## src/rtl/pllseq_pkg.sv

```systemverilog
// Package: field positions, masks and state codes shared by the
// register, the sequencer and the checker.
package pllseq_pkg;

    localparam int REG_W     = 8;
    localparam int BIT_RSV7  = 7;
    localparam int BIT_PDN   = 6;
    localparam int BIT_OTYPE = 5;
    localparam int RSV_HI    = 4;
    localparam int RSV_LO    = 2;
    localparam int BIT_CAL   = 1;
    localparam int BIT_AUTO  = 0;
    localparam int ST_W      = 3;

    // Bits loaded from a write or from the preload (bits 7 and 1 excluded).
    localparam logic [REG_W-1:0] CAL_MASK   = REG_W'(1) << BIT_CAL;
    localparam logic [REG_W-1:0] RSV7_MASK  = REG_W'(1) << BIT_RSV7;
    localparam logic [REG_W-1:0] FIELD_MASK = ~(CAL_MASK | RSV7_MASK);

    typedef enum logic [ST_W-1:0] {
        ST_RESET     = 3'd0,
        ST_CONFIG    = 3'd1,
        ST_HALT      = 3'd2,
        ST_CAL       = 3'd3,
        ST_WAIT_LOCK = 3'd4,
        ST_RUN       = 3'd5,
        ST_PDOWN     = 3'd6
    } seq_state_e;

endpackage

```

## src/rtl/pllseq_regfile.sv

```systemverilog
// Module: pllseq_regfile
// Holds the control byte. Plain fields load from a write, or from the
// preload on either reset. The calibration-enable bit is set only by a 0-to-1
// write in a state that allows it. It is cleared by calibration-done, by
// power-down or by reset.
// Assumes at most one write per cycle and that swrst_i is a single-cycle pulse.
module pllseq_regfile
    import pllseq_pkg::*;
(
    input  logic             clk,
    input  logic             rst_n,
    input  logic             swrst_i,
    input  logic [REG_W-1:0] preload_i,
    input  logic             wr_en_i,
    input  logic [REG_W-1:0] wr_data_i,
    input  seq_state_e       state_i,
    input  logic             cal_done_i,
    output logic [REG_W-1:0] ctl_o
);

    logic [REG_W-1:0] ctl_q;
    logic [REG_W-1:0] ctl_d;
    logic             cal_settable;
    logic             cal_rise_req;

    // A calibration request is only accepted once configuration is over and no calibration is running.
    always_comb cal_settable = (state_i == ST_HALT) || (state_i == ST_WAIT_LOCK) || (state_i == ST_RUN);

    // A qualifying 0-to-1 request with no power-down present or being written.
    always_comb cal_rise_req = wr_en_i && wr_data_i[BIT_CAL] && !ctl_q[BIT_CAL]
                               && !wr_data_i[BIT_PDN] && !ctl_q[BIT_PDN] && cal_settable;

    // Next register value: write merge, self-clear, power-down override.
    always_comb begin
        ctl_d = ctl_q;
        if (wr_en_i) begin
            ctl_d = (wr_data_i & FIELD_MASK) | (ctl_q & CAL_MASK);
        end
        if (cal_rise_req) begin
            ctl_d[BIT_CAL] = 1'b1;
        end
        if ((state_i == ST_CAL) && cal_done_i) begin
            ctl_d[BIT_CAL] = 1'b0;
        end
        if (ctl_d[BIT_PDN]) begin
            ctl_d[BIT_CAL] = 1'b0;
        end
    end

    // Register storage with preload on hardware or software reset.
    always_ff @(posedge clk) begin
        if (!rst_n) begin
            ctl_q <= preload_i & FIELD_MASK;
        end else if (swrst_i) begin
            ctl_q <= preload_i & FIELD_MASK;
        end else begin
            ctl_q <= ctl_d;
        end
    end

    assign ctl_o = ctl_q;

endmodule

```

## src/rtl/pllseq_seq.sv

```systemverilog
// Module: pllseq_seq
// Sequencer that walks reset, configuration, calibration, lock and run, and
// decodes the PLL-facing outputs from the state and the power-down field.
// Assumes ctl_i is the registered control byte, lock_i is synchronous to clk,
// and cal_done_i is only meaningful while calibration is requested.
module pllseq_seq
    import pllseq_pkg::*;
(
    input  logic             clk,
    input  logic             rst_n,
    input  logic             swrst_i,
    input  logic             cfg_done_i,
    input  logic             cal_done_i,
    input  logic             lock_i,
    input  logic [REG_W-1:0] ctl_i,
    output seq_state_e       state_o,
    output logic             pll_en_o,
    output logic             cal_start_o,
    output logic             out_en_o
);

    seq_state_e state_q;
    seq_state_e state_d;
    logic       pdn;
    logic       auto_go;
    logic       cal_req;
    logic       pll_on_state;

    // Field taps from the control byte.
    always_comb begin
        pdn     = ctl_i[BIT_PDN];
        auto_go = ctl_i[BIT_AUTO];
        cal_req = ctl_i[BIT_CAL];
    end

    // Next-state selection; power-down always wins over any start request.
    always_comb begin
        state_d = state_q;
        unique case (state_q)
            ST_RESET: state_d = ST_CONFIG;
            ST_CONFIG: begin
                if (cfg_done_i) begin
                    if (pdn)          state_d = ST_PDOWN;
                    else if (auto_go) state_d = ST_CAL;
                    else              state_d = ST_HALT;
                end
            end
            ST_HALT: begin
                if (pdn)                     state_d = ST_PDOWN;
                else if (auto_go || cal_req) state_d = ST_CAL;
            end
            ST_CAL: begin
                if (pdn)             state_d = ST_PDOWN;
                else if (cal_done_i) state_d = ST_WAIT_LOCK;
            end
            ST_WAIT_LOCK: begin
                if (pdn)          state_d = ST_PDOWN;
                else if (cal_req) state_d = ST_CAL;
                else if (lock_i)  state_d = ST_RUN;
            end
            ST_RUN: begin
                if (pdn)          state_d = ST_PDOWN;
                else if (cal_req) state_d = ST_CAL;
                else if (!lock_i) state_d = ST_WAIT_LOCK;
            end
            ST_PDOWN: begin
                if (!pdn) state_d = ST_CAL;
            end
            default: state_d = ST_RESET;
        endcase
    end

    // State register; either reset returns to the reset state.
    always_ff @(posedge clk) begin
        if (!rst_n) begin
            state_q <= ST_RESET;
        end else if (swrst_i) begin
            state_q <= ST_RESET;
        end else begin
            state_q <= state_d;
        end
    end

    // States in which the PLL is allowed to run.
    always_comb pll_on_state = (state_q == ST_HALT) || (state_q == ST_CAL)
                               || (state_q == ST_WAIT_LOCK) || (state_q == ST_RUN);

    // Output decode, gated by the live power-down field and lock.
    always_comb begin
        pll_en_o    = pll_on_state && !pdn;
        cal_start_o = (state_q == ST_CAL) && !pdn;
        out_en_o    = (state_q == ST_RUN) && lock_i && !pdn;
    end

    assign state_o = state_q;

endmodule

```

## src/rtl/pllseq_ctrl.sv

```systemverilog
// Module: pllseq_ctrl (top)
// Control register plus sequencer for an external PLL. The register feeds the
// sequencer, and the sequencer state feeds back to gate calibration requests.
// Assumes all inputs are synchronous to clk.
module pllseq_ctrl
    import pllseq_pkg::*;
(
    input  logic        clk,
    input  logic        rst_n,
    input  logic        swrst_i,
    input  logic [7:0]  preload_i,
    input  logic        wr_en_i,
    input  logic [7:0]  wr_data_i,
    output logic [7:0]  rd_data_o,
    input  logic        cfg_done_i,
    input  logic        cal_done_i,
    input  logic        lock_i,
    output logic        pll_en_o,
    output logic        cal_start_o,
    output logic        out_en_o,
    output logic [2:0]  state_o
);

    logic [REG_W-1:0] ctl;
    seq_state_e       state;

    // Control register instance.
    pllseq_regfile u_regfile (
        .clk        (clk),
        .rst_n      (rst_n),
        .swrst_i    (swrst_i),
        .preload_i  (preload_i),
        .wr_en_i    (wr_en_i),
        .wr_data_i  (wr_data_i),
        .state_i    (state),
        .cal_done_i (cal_done_i),
        .ctl_o      (ctl)
    );

    // Sequencer instance.
    pllseq_seq u_seq (
        .clk         (clk),
        .rst_n       (rst_n),
        .swrst_i     (swrst_i),
        .cfg_done_i  (cfg_done_i),
        .cal_done_i  (cal_done_i),
        .lock_i      (lock_i),
        .ctl_i       (ctl),
        .state_o     (state),
        .pll_en_o    (pll_en_o),
        .cal_start_o (cal_start_o),
        .out_en_o    (out_en_o)
    );

    assign rd_data_o = ctl;
    assign state_o   = state;

endmodule

```

## config.mk

```make
export PLATFORM = sky130hd
export DESIGN_NAME = pllseq_ctrl
export DESIGN_NICKNAME = d
export VERILOG_FILES = /design/src/rtl/pllseq_pkg.sv /design/src/rtl/pllseq_regfile.sv /design/src/rtl/pllseq_seq.sv /design/src/rtl/pllseq_ctrl.sv
export SDC_FILE = /design/constraint.sdc
export NUM_CORES = 1
export LEC_CHECK = 0
export BUFFER_PORTS_ARGS = -buffer_cell sky130_fd_sc_hd__clkbuf_2
export CORE_ASPECT_RATIO = 1.4
export CORE_MARGIN = 2
export CORE_UTILIZATION = 39
export CTS_BUF_LIST = sky130_fd_sc_hd__clkbuf_16
export CTS_CLUSTER_DIAMETER = 100
export DETAILED_ROUTE_END_ITERATION = 12
export GPL_TIMING_DRIVEN = 0
export PLACE_DENSITY_LB_ADDON = 0.1
export SLEW_MARGIN = 20
export SYNTH_ARGS = -nofsm -noshare
export SYNTH_HDL_FRONTEND = slang
export SYNTH_SLANG_ARGS = --single-unit
```

## constraint.sdc

```tcl
create_clock -name clk -period 1.4 [get_ports clk]
set_input_delay 0.07 -clock clk [delete_from_list [all_inputs] [get_ports clk]]
set_output_delay 0.07 -clock clk [all_outputs]
set_load 0.05 [all_outputs]
```

# Word level (Yosys, flattened, before mapping)
# Index checks and enable logic that the tools add are counted.
[word_totals]
reg_bits = 10
input_bits = 23
out_inout_bits = 14
wordCells = 64
[op_classes]
n_eq_ne = 13
mux = 21
bitwise_logic = 2
n_reduce_logical = 24
[ops]
columns = ["op", "n"]
rows = [
  ["two-way mux 3 bit", 13],
  ["two-way mux 7 bit", 3],
  ["one-hot mux 3 bit (7 select lines)", 1],
  ["logical AND 1 bit", 10],
  ["== test 3 bit (second input constant)", 3],
  ["inequality test 4 x 2 -> 1 bit (second input constant)", 2],
  ["OR 7 x 2 -> 7 bit", 1],
  ["== test 3 x 2 -> 1 bit (second input constant)", 2],
  ["logical OR 1 bit", 6],
  ["inequality test 3 x 1 -> 1 bit (second input constant)", 2],
  ["AND reduction 6 bit", 1],
  ["two-way mux 1 bit", 4],
  ["inequality test 2 bit (second input constant)", 2],
  ["OR reduction 4 bit", 1],
  ["== test 3 x 1 -> 1 bit (second input constant)", 1],
  ["zero test 1 bit", 3],
  ["zero test 3 bit", 1],
  ["inequality test 3 x 2 -> 1 bit (second input constant)", 1],
  ["nonzero test 2 bit", 1],
  ["OR reduction 2 bit", 1],
  ["inverter 1 bit", 1],
]

# Longest topological paths before layout
# Gate-level depths: netlist of run 1.
[depth]
word_depth = 10
depth_mapped = 5
depth_no_buf = 4

# Hierarchy
# A second synthesis of run 1 with hierarchy kept.
[unflattened]
hier_cells = 84
hier_area_um2 = 778.2
[modules_own_cells]
columns = ["module", "instances", "cells_each", "area_per_inst_um2", "seq_area_each_um2"]
rows = [
  ["pllseq_seq", 1, 45, 404.1, 60.1],
  ["pllseq_regfile", 1, 39, 374.1, 190.2],
]

# Worst setup path after synthesis of run 1
# Ideal clock, no wire load.
[synth_path]
path_kind = "reg-to-reg"
from = "register u_seq.state_q[2], in the netlist u_seq.state_o[2]"
to = "register u_seq.state_q[1], in the netlist u_seq.state_o[1]"
setup_ns = 0.088
arrival_time_ns = 1.867
required_time_ns = 1.312
slack_ns = -0.555
path_stages_with_launch = 5
path_buffers = 0
synth_period_minus_slack_ns = 1.955
path_cell_list = "dfxtp_1 -> and4bb_2 -> a211oi_2 -> a41oi_1 -> a311oi_2"
[synth_between]
elab_chain_cells = 3
elab_cells_between_ends = 15
cone_classes = "eq/ne: 12; mux: 1; reduce/logical: 2"
[synth_rtl]
columns = ["item", "line", "source"]
rows = [
  ["start: declaration", "pllseq_seq.sv:22", "seq_state_e state_q;"],
  ["start signal: assignment", "pllseq_seq.sv:80", "state_q <= state_d;"],
  ["== test 3 bit, or another cell as far along", "pllseq_seq.sv:39", "unique case (state_q)"],
  ["inequality test 4 x 2 -> 1 bit (no line), or another cell as far along", "-", ""],
  ["AND reduction 6 bit (no line)", "-", ""],
]
# Parallel ways exist; a longest one is shown, timed or not.
# A chain may end at the register's enable or synchronous reset.

# Worst setup path after layout of run 1
[layout_path]
from = "register u_regfile.ctl_q[6], in the netlist u_regfile.ctl_o[6]"
to = "register u_seq.state_q[1], in the netlist u_seq.state_o[1]"
[layout_between]
elab_chain_cells = 2
elab_cells_between_ends = 11
cone_classes = "eq/ne: 5; mux: 5; reduce/logical: 1"
[layout_rtl]
columns = ["item", "line", "source"]
rows = [
  ["start: declaration", "pllseq_regfile.sv:21", "logic [REG_W-1:0] ctl_q;"],
  ["start signal: assignment", "pllseq_regfile.sv:53", "ctl_q <= preload_i & FIELD_MASK;"],
  ["start signal: assignment", "pllseq_regfile.sv:55", "ctl_q <= preload_i & FIELD_MASK;"],
  ["start signal: assignment", "pllseq_regfile.sv:57", "ctl_q <= ctl_d;"],
  ["inequality test 4 x 2 -> 1 bit (no line), or another cell as far along", "-", ""],
  ["AND reduction 6 bit (no line) / one-hot mux 3 bit (7 select lines) (equally long branches)", "-", ""],
]
# Parallel ways exist; a longest one is shown, timed or not.

==> results of run 1 <==
-- per-layer routing --
metal,vias to the layer above,track usage,routed length (um)
li1,369,-,-
met1,360,0.2206,692
met2,39,0.3387,983
met3,2,0.06098,118
met4,0,0.06667,23
met5,-,0,0
-- registers in the layout, indices dropped and copies added (netlist names) --
register,count
u_seq.state_o,3
u_regfile.ctl_o,7
-- report_power, final --
part / total (mW) / switching [mW] / internal [mW]
registers: 0.357 / 0.0232 / 0.334
clock network: 0.510 / 0.136 / 0.375
logic: 0.279 / 0.177 / 0.102
-- kinds of logic after synthesis --
family / count (synthesis)
AO/OA/AOI/OAI: 21
XOR/XNOR: 2
buffers and inverters: 11
flip-flops: 10
multiplexers: 2
other: 1
AND/OR/NAND/NOR: 34
-- through the flow --
step                        util  setup TNS, ns
after detailed placement  0.5303        -0.6547
after floorplan                -        -0.7529
final                     0.6039        -0.5176
after CTS                 0.5988        -0.6896
after global routing      0.6039        -0.8241
after global placement    0.5303        -0.5396
-- worst max-delay path by stage --
stage	startpoint	endpoint	slack, ns	depth (start not counted)
2_1_floorplan	u_regfile.ctl_o[0]	u_seq.state_o[1]	-0.29	3
3_3_place_gp	u_seq.state_o[0]	u_seq.state_o[1]	-0.21	5
3_5_place_dp	u_seq.state_o[0]	u_seq.state_o[1]	-0.25	5
4_1_cts	u_regfile.ctl_o[6]	u_seq.state_o[1]	-0.24	5
5_1_grt	u_regfile.ctl_o[6]	u_seq.state_o[1]	-0.26	6
6_report	u_regfile.ctl_o[6]	u_seq.state_o[1]	-0.20	6
-- area by class of cell --
type                    count  area share
flip-flops and latches     10      0.2497
clock inverters             1    0.003584
plain buffers               6     0.03704
inverters                   4     0.01434
well taps                  20     0.02389
multi-input cells          60      0.4253
repair buffers             33      0.1744
clock buffers               3     0.07168
-- repair_timing --
item                                    CTS  global route
buffers inserted                          2             0
endpoints found under the hold margin     0             0
gates resized for setup                   7             7
hold buffers                              0             0
endpoints found under the setup margin    6             6
pin swaps                                 4             3
-- worst max-delay path: cells and delay by family (launching register included) --
family / cells / cell delay, ns
compound gates: 3 / 0.69
flops: 1 / 0.32
buf+inv: 2 / 0.27
simple gates: 1 / 0.23
-- cells in the final DEF, fill, tap and decap left out, types with 3 or more instances in the layout --
| cell | count |
|---|---|
| nand2_1 | 12 |
| o21ai_0 | 7 |
| clkbuf_16 | 3 |
| edfxtp_1 | 5 |
| dfxtp_2 | 3 |
| inv_1 | 4 |
| buf_4 | 3 |
| clkbuf_2 | 29 |
==> impl_metrics.env, run 1 <==
export IMPL_synthAdderAreaFrac=0
export IMPL_worstSetupEndpointType="flop"
export IMPL_p_leak_nw=0.4633
export IMPL_synth_area_leaders="edfxtp_1, dfxtp_1, nand2_1, o21ai_0, and4bb_2"
export IMPL_synth_xor_area_frac=0.02452
export IMPL_antenna_cells=0
export IMPL_crit_chain="buf_6 > buf_4 > and4b_1 > a211oi_4 > a41oi_1 > a311oi_2"
export IMPL_synth_enable_flop_cells=5
export IMPL_final_cell_area_um2=1047
export IMPL_die_y_um=54.64
export IMPL_criticalPathCategory="flop to flop"
export IMPL_fin_ws_ns=-0.1954
export IMPL_async_reset_ff_frac=0
export IMPL_routed_via_density=5.620
export IMPL_failed_checks="negative setup slack"
export IMPL_dp_cells=132
export IMPL_drv_slew=0
export IMPL_layout_drive_gt1_share=0.5128
export IMPL_holdWs_ns=0.05247
export IMPL_total_power_mw=1.146
export IMPL_min_period_ns=1.595
export IMPL_synth_top_area_frac=0.2102
export IMPL_cts_buffers=3
export IMPL_syn_to_final_growth_pct=46.58
export IMPL_pin_count=37
export IMPL_synthMuxAreaShare=0.02802
export IMPL_core_area_um2=1734
export IMPL_grt_pass1_wl_mm=2.870
export IMPL_vias=770
export IMPL_yosysSeqAreaShare=0.3503
export IMPL_grt_max_degree=11
export IMPL_io_buffers=31
export IMPL_ys_types=39
export IMPL_cpMaxStageDelayCell="dfxtp_2"
export IMPL_clk_latency_ns=0.24
export IMPL_synth_common_cells="nand2_1, o21ai_0, dfxtp_1, edfxtp_1, inv_1"
export IMPL_antenna_found_initial=0
export IMPL_instances_no_fill=137
export IMPL_synth_top_family_by_area="simple AND/OR/NAND/NOR gates"
export IMPL_rows=18
export IMPL_area_sequential_um2=261.5
export IMPL_synth_top_area_cell="edfxtp_1"
export IMPL_die_w_um=40.18
export IMPL_timing_rr_end="u_seq.state_o[1]"
export IMPL_synthesis_area_um2=714.4
export IMPL_dr_pass1_iters=4
export IMPL_fmaxAchievable_ghz=0.6268
export IMPL_crit_arrival_ns=1.74
export IMPL_cts_tree="yes"
export IMPL_initial_utilization=0.4120
export IMPL_grt_ovfl_total=0
export IMPL_ant_nets=0
export IMPL_hp_class="primary input to flop"
export IMPL_cts_max_level=1
export IMPL_path_max_fanout=9
export IMPL_drc_errors=0
export IMPL_yosysMostFrequentCell="nand2_1"
export IMPL_p_per_area_nw_per_um2=1095
export IMPL_gp_congestion=0.7691
export IMPL_synthFlopType="edfxtp_1"
export IMPL_cts_buffer_depth=2
export IMPL_ys_seq_elements=10
export IMPL_hold_path_startpoint="preload_i[6]"
export IMPL_clock_skew_ns=0.001831
export IMPL_min_period_over_period=1.140
export IMPL_regToRegSetupSlack_ns=-0.20
export IMPL_fin_nets=141
export IMPL_routed_wl_mm=1.818
export IMPL_whs_endpoint="u_regfile.ctl_o[6]"
export IMPL_min_path_cells=3
export IMPL_synth_compound_area_share=0.2189
export IMPL_rr_worst_depth=6
export IMPL_max_cap_violations=0
export IMPL_synth_warnings=0
export IMPL_grt_pass1_vias=670
export IMPL_path_clk_slew_ns=0.04
export IMPL_dp_hpwl_mm=1.340
export IMPL_hold_viol=0
export IMPL_setup_viol=3
export IMPL_critPathRequiredTime_ns=1.55
export IMPL_synth_simple_gate_area_frac=0.2872
export IMPL_syn_nets=104
export IMPL_place_area_um2=919.6
export IMPL_ctsRootBufferMaster="clkbuf_16"
export IMPL_outcome="finished with violations"
export IMPL_final_fill_count=163
export IMPL_cts_sinks=10
export IMPL_synth_cells=81
export IMPL_track_usage=0.1961
export IMPL_syn_area_per_cell_um2=8.820
export IMPL_die_area_um2=2195
export IMPL_critPathMaxStageDelay_ns=0.32
export IMPL_rsz0062_at_grt="yes"
export IMPL_detail_route_iter0_violations=18
export IMPL_startpoint_type="flop"
export IMPL_reg2reg_from="u_regfile.ctl_o[6]"
export IMPL_avgRoutedWirePerCell_um=13.27
export IMPL_ir_drop_mv=0.9077
export IMPL_multi_input_area_um2=445.4
export IMPL_place_ws_ns=-0.2451
Note: power is estimated with default switching activity, not from simulation.
==> run 2, diff against run 1 <==
- CAP_MARGIN: default -> 20
- CORE_ASPECT_RATIO: 1.4 -> default
- TNS_END_PERCENT: default -> 5
==> run 2 against run 1 <==
  * The flow still finishes with violations (negative setup slack)
  * Register-to-register slack barely moved
  * Sequential cell count did not move
  * Core utilization rose by 2.3 points
  * Critical path type unchanged
  * Critical endpoint is now u_seq.state_o[2]
  * Largest cell class unchanged
  * Largest power group unchanged
==> impl_metrics.env, run 2 (synthesized netlist as in run 1, its figures left out) <==
export IMPL_path_max_fanout=5
export IMPL_worstMarginPinSlew_ns=0.5196
export IMPL_routed_via_density=5.234
export IMPL_ir_drop_mv=0.8313
export IMPL_setup_viol=5
export IMPL_final_fill_count=165
export IMPL_pin_count=37
export IMPL_criticalPathCategory="flop to flop"
export IMPL_cts_tree="yes"
export IMPL_wl_met1_um=735
export IMPL_die_y_um=46.80
export IMPL_dr_pass1_iters=4
export IMPL_vias=759
export IMPL_rows=15
export IMPL_startpoint_type="flop"
export IMPL_die_area_um2=2190
export IMPL_ctsRootBufferMaster="clkbuf_16"
export IMPL_layout_commonest_cell="clkbuf_2"
export IMPL_rsz0062_at_grt="yes"
export IMPL_grt_pass1_vias=646
export IMPL_worstSetupEndpointType="flop"
export IMPL_routed_wl_mm=1.771
export IMPL_final_cell_mix="clkbuf_2, nand2_1, o21ai_0"
export IMPL_dp_cells=137
export IMPL_top_layer="met3"
export IMPL_holdWs_ns=0.06371
export IMPL_min_period_over_period=1.134
export IMPL_core_area_um2=1727
export IMPL_min_path_cells=3
export IMPL_rr_worst_depth=5
export IMPL_cts_buffers=3
export IMPL_avgRoutedWirePerCell_um=12.21
export IMPL_wl_met2_um=938
export IMPL_min_period_ns=1.587
export IMPL_fin_ws_ns=-0.1872
export IMPL_dp_hpwl_mm=1.220
export IMPL_initial_utilization=0.4138
export IMPL_p_per_area_nw_per_um2=1068
export IMPL_ant_nets=0
export IMPL_track_usage=0.1706
export IMPL_reg2reg_from="u_regfile.ctl_o[6]"
export IMPL_instances_no_fill=145
export IMPL_die_w_um=46.80
export IMPL_drv_slew=0
export IMPL_layout_drive_gt1_share=0.5167
export IMPL_critPathRequiredTime_ns=1.56
export IMPL_outcome="finished with violations"
export IMPL_path_clk_slew_ns=0.04
export IMPL_drc_errors=0
export IMPL_timing_rr_end="u_seq.state_o[2]"
export IMPL_clk_latency_ns=0.24
export IMPL_relSlewSlack=0.6487
export IMPL_p_leak_nw=0.4813
export IMPL_grt_ovfl_total=0
export IMPL_hp_class="primary input to flop"
export IMPL_whs_endpoint="u_regfile.ctl_o[6]"
export IMPL_hold_path_startpoint="preload_i[6]"
export IMPL_cts_max_level=1
export IMPL_antenna_cells=0
export IMPL_fin_nets=144
export IMPL_hold_viol=0
export IMPL_antenna_found_initial=0
export IMPL_crit_arrival_ns=1.74
export IMPL_syn_to_final_growth_pct=51.49
export IMPL_cts_sinks=10
export IMPL_cts_buffer_depth=2
export IMPL_io_buffers=31
export IMPL_gp_congestion=0.7270
export IMPL_wl_met3_um=97
export IMPL_grt_pass1_wl_mm=2.601
export IMPL_detail_route_iter0_violations=13
export IMPL_grt_max_degree=11
export IMPL_clock_skew_ns=0.005806
export IMPL_regToRegSetupSlack_ns=-0.19
export IMPL_failed_checks="negative setup slack"
export IMPL_max_cap_violations=0
export IMPL_fmaxAchievable_ghz=0.6300
export IMPL_largest_register_ffs=7
run 2: critical path, cell delays in order, from the launching register on:
cell     delay (ns)
dfxtp_2        0.31
buf_6          0.11
or2_1          0.23
or4_4          0.47
a31o_2         0.26
a21oi_2        0.13
run 2: final cells by class:
class / instances / area (um2) / area share
clock buffer: 3 / 75.07 / 0.06936
timing repair buffer: 36 / 211.5 / 0.1954
tap: 25 / 31.28 / 0.02890
sequential: 10 / 261.5 / 0.2416
multi-input combinational: 60 / 445.4 / 0.4116
inverter: 4 / 15.01 / 0.01387
clock inverter: 1 / 3.754 / 0.003468
buffer: 6 / 38.79 / 0.03584
run 2: timing repair:
action	in CTS	in global routing
endpoints found under the setup margin	5	5
resized for setup	7	7
pin swaps	3	6
buffers inserted	2	3
hold buffers	0	0
cloned	0	0
run 2: how the worst max path moves through the flow:
stage	start	to	slack, ns	cells past startpoint
2_1_floorplan	u_regfile.ctl_o[0]	u_seq.state_o[1]	-0.29	3
3_3_place_gp	u_seq.state_o[0]	u_seq.state_o[1]	-0.21	5
3_5_place_dp	u_seq.state_o[0]	u_seq.state_o[1]	-0.23	5
4_1_cts	u_regfile.ctl_o[6]	u_seq.state_o[0]	-0.22	5
5_1_grt	u_regfile.ctl_o[6]	u_seq.state_o[1]	-0.24	5
6_report	u_regfile.ctl_o[6]	u_seq.state_o[2]	-0.19	5
run 2: metal layers:
| layer | global-route usage | vias to the layer above |
|---|---|---|
| met5 | 0 | - |
| met4 | 0.03333 | 0 |
| met3 | 0.06923 | 0 |
| met2 | 0.3041 | 29 |
| met1 | 0.1924 | 353 |
| li1 | - | 377 |
run 2: metrics by stage:
| stage | setup slack (ns) | util | setup TNS [ns] | total power, mW | cell area [um2] |
|---|---|---|---|---|---|
| final | -0.1872 | 0.6268 | -0.6139 | 1.156 | 1082 |
| after global routing | -0.2449 | 0.6268 | -0.9041 | 1.198 | 1082 |
| after CTS | -0.2230 | 0.6029 | -0.6548 | 1.139 | 1041 |
| after detailed placement | -0.2305 | 0.5348 | -0.6049 | 0.6211 | 923.4 |
| after global placement | -0.2122 | 0.5348 | -0.5406 | 0.6188 | 923.4 |
| after floorplan | -0.2891 | - | -0.9372 | 0.5534 | 737.0 |
run 2: power breakdown:
part / total, mW / switching (mW) / internal [mW]
registers: 0.355 / 0.0215 / 0.334
logic: 0.296 / 0.182 / 0.114
clock network: 0.504 / 0.130 / 0.374
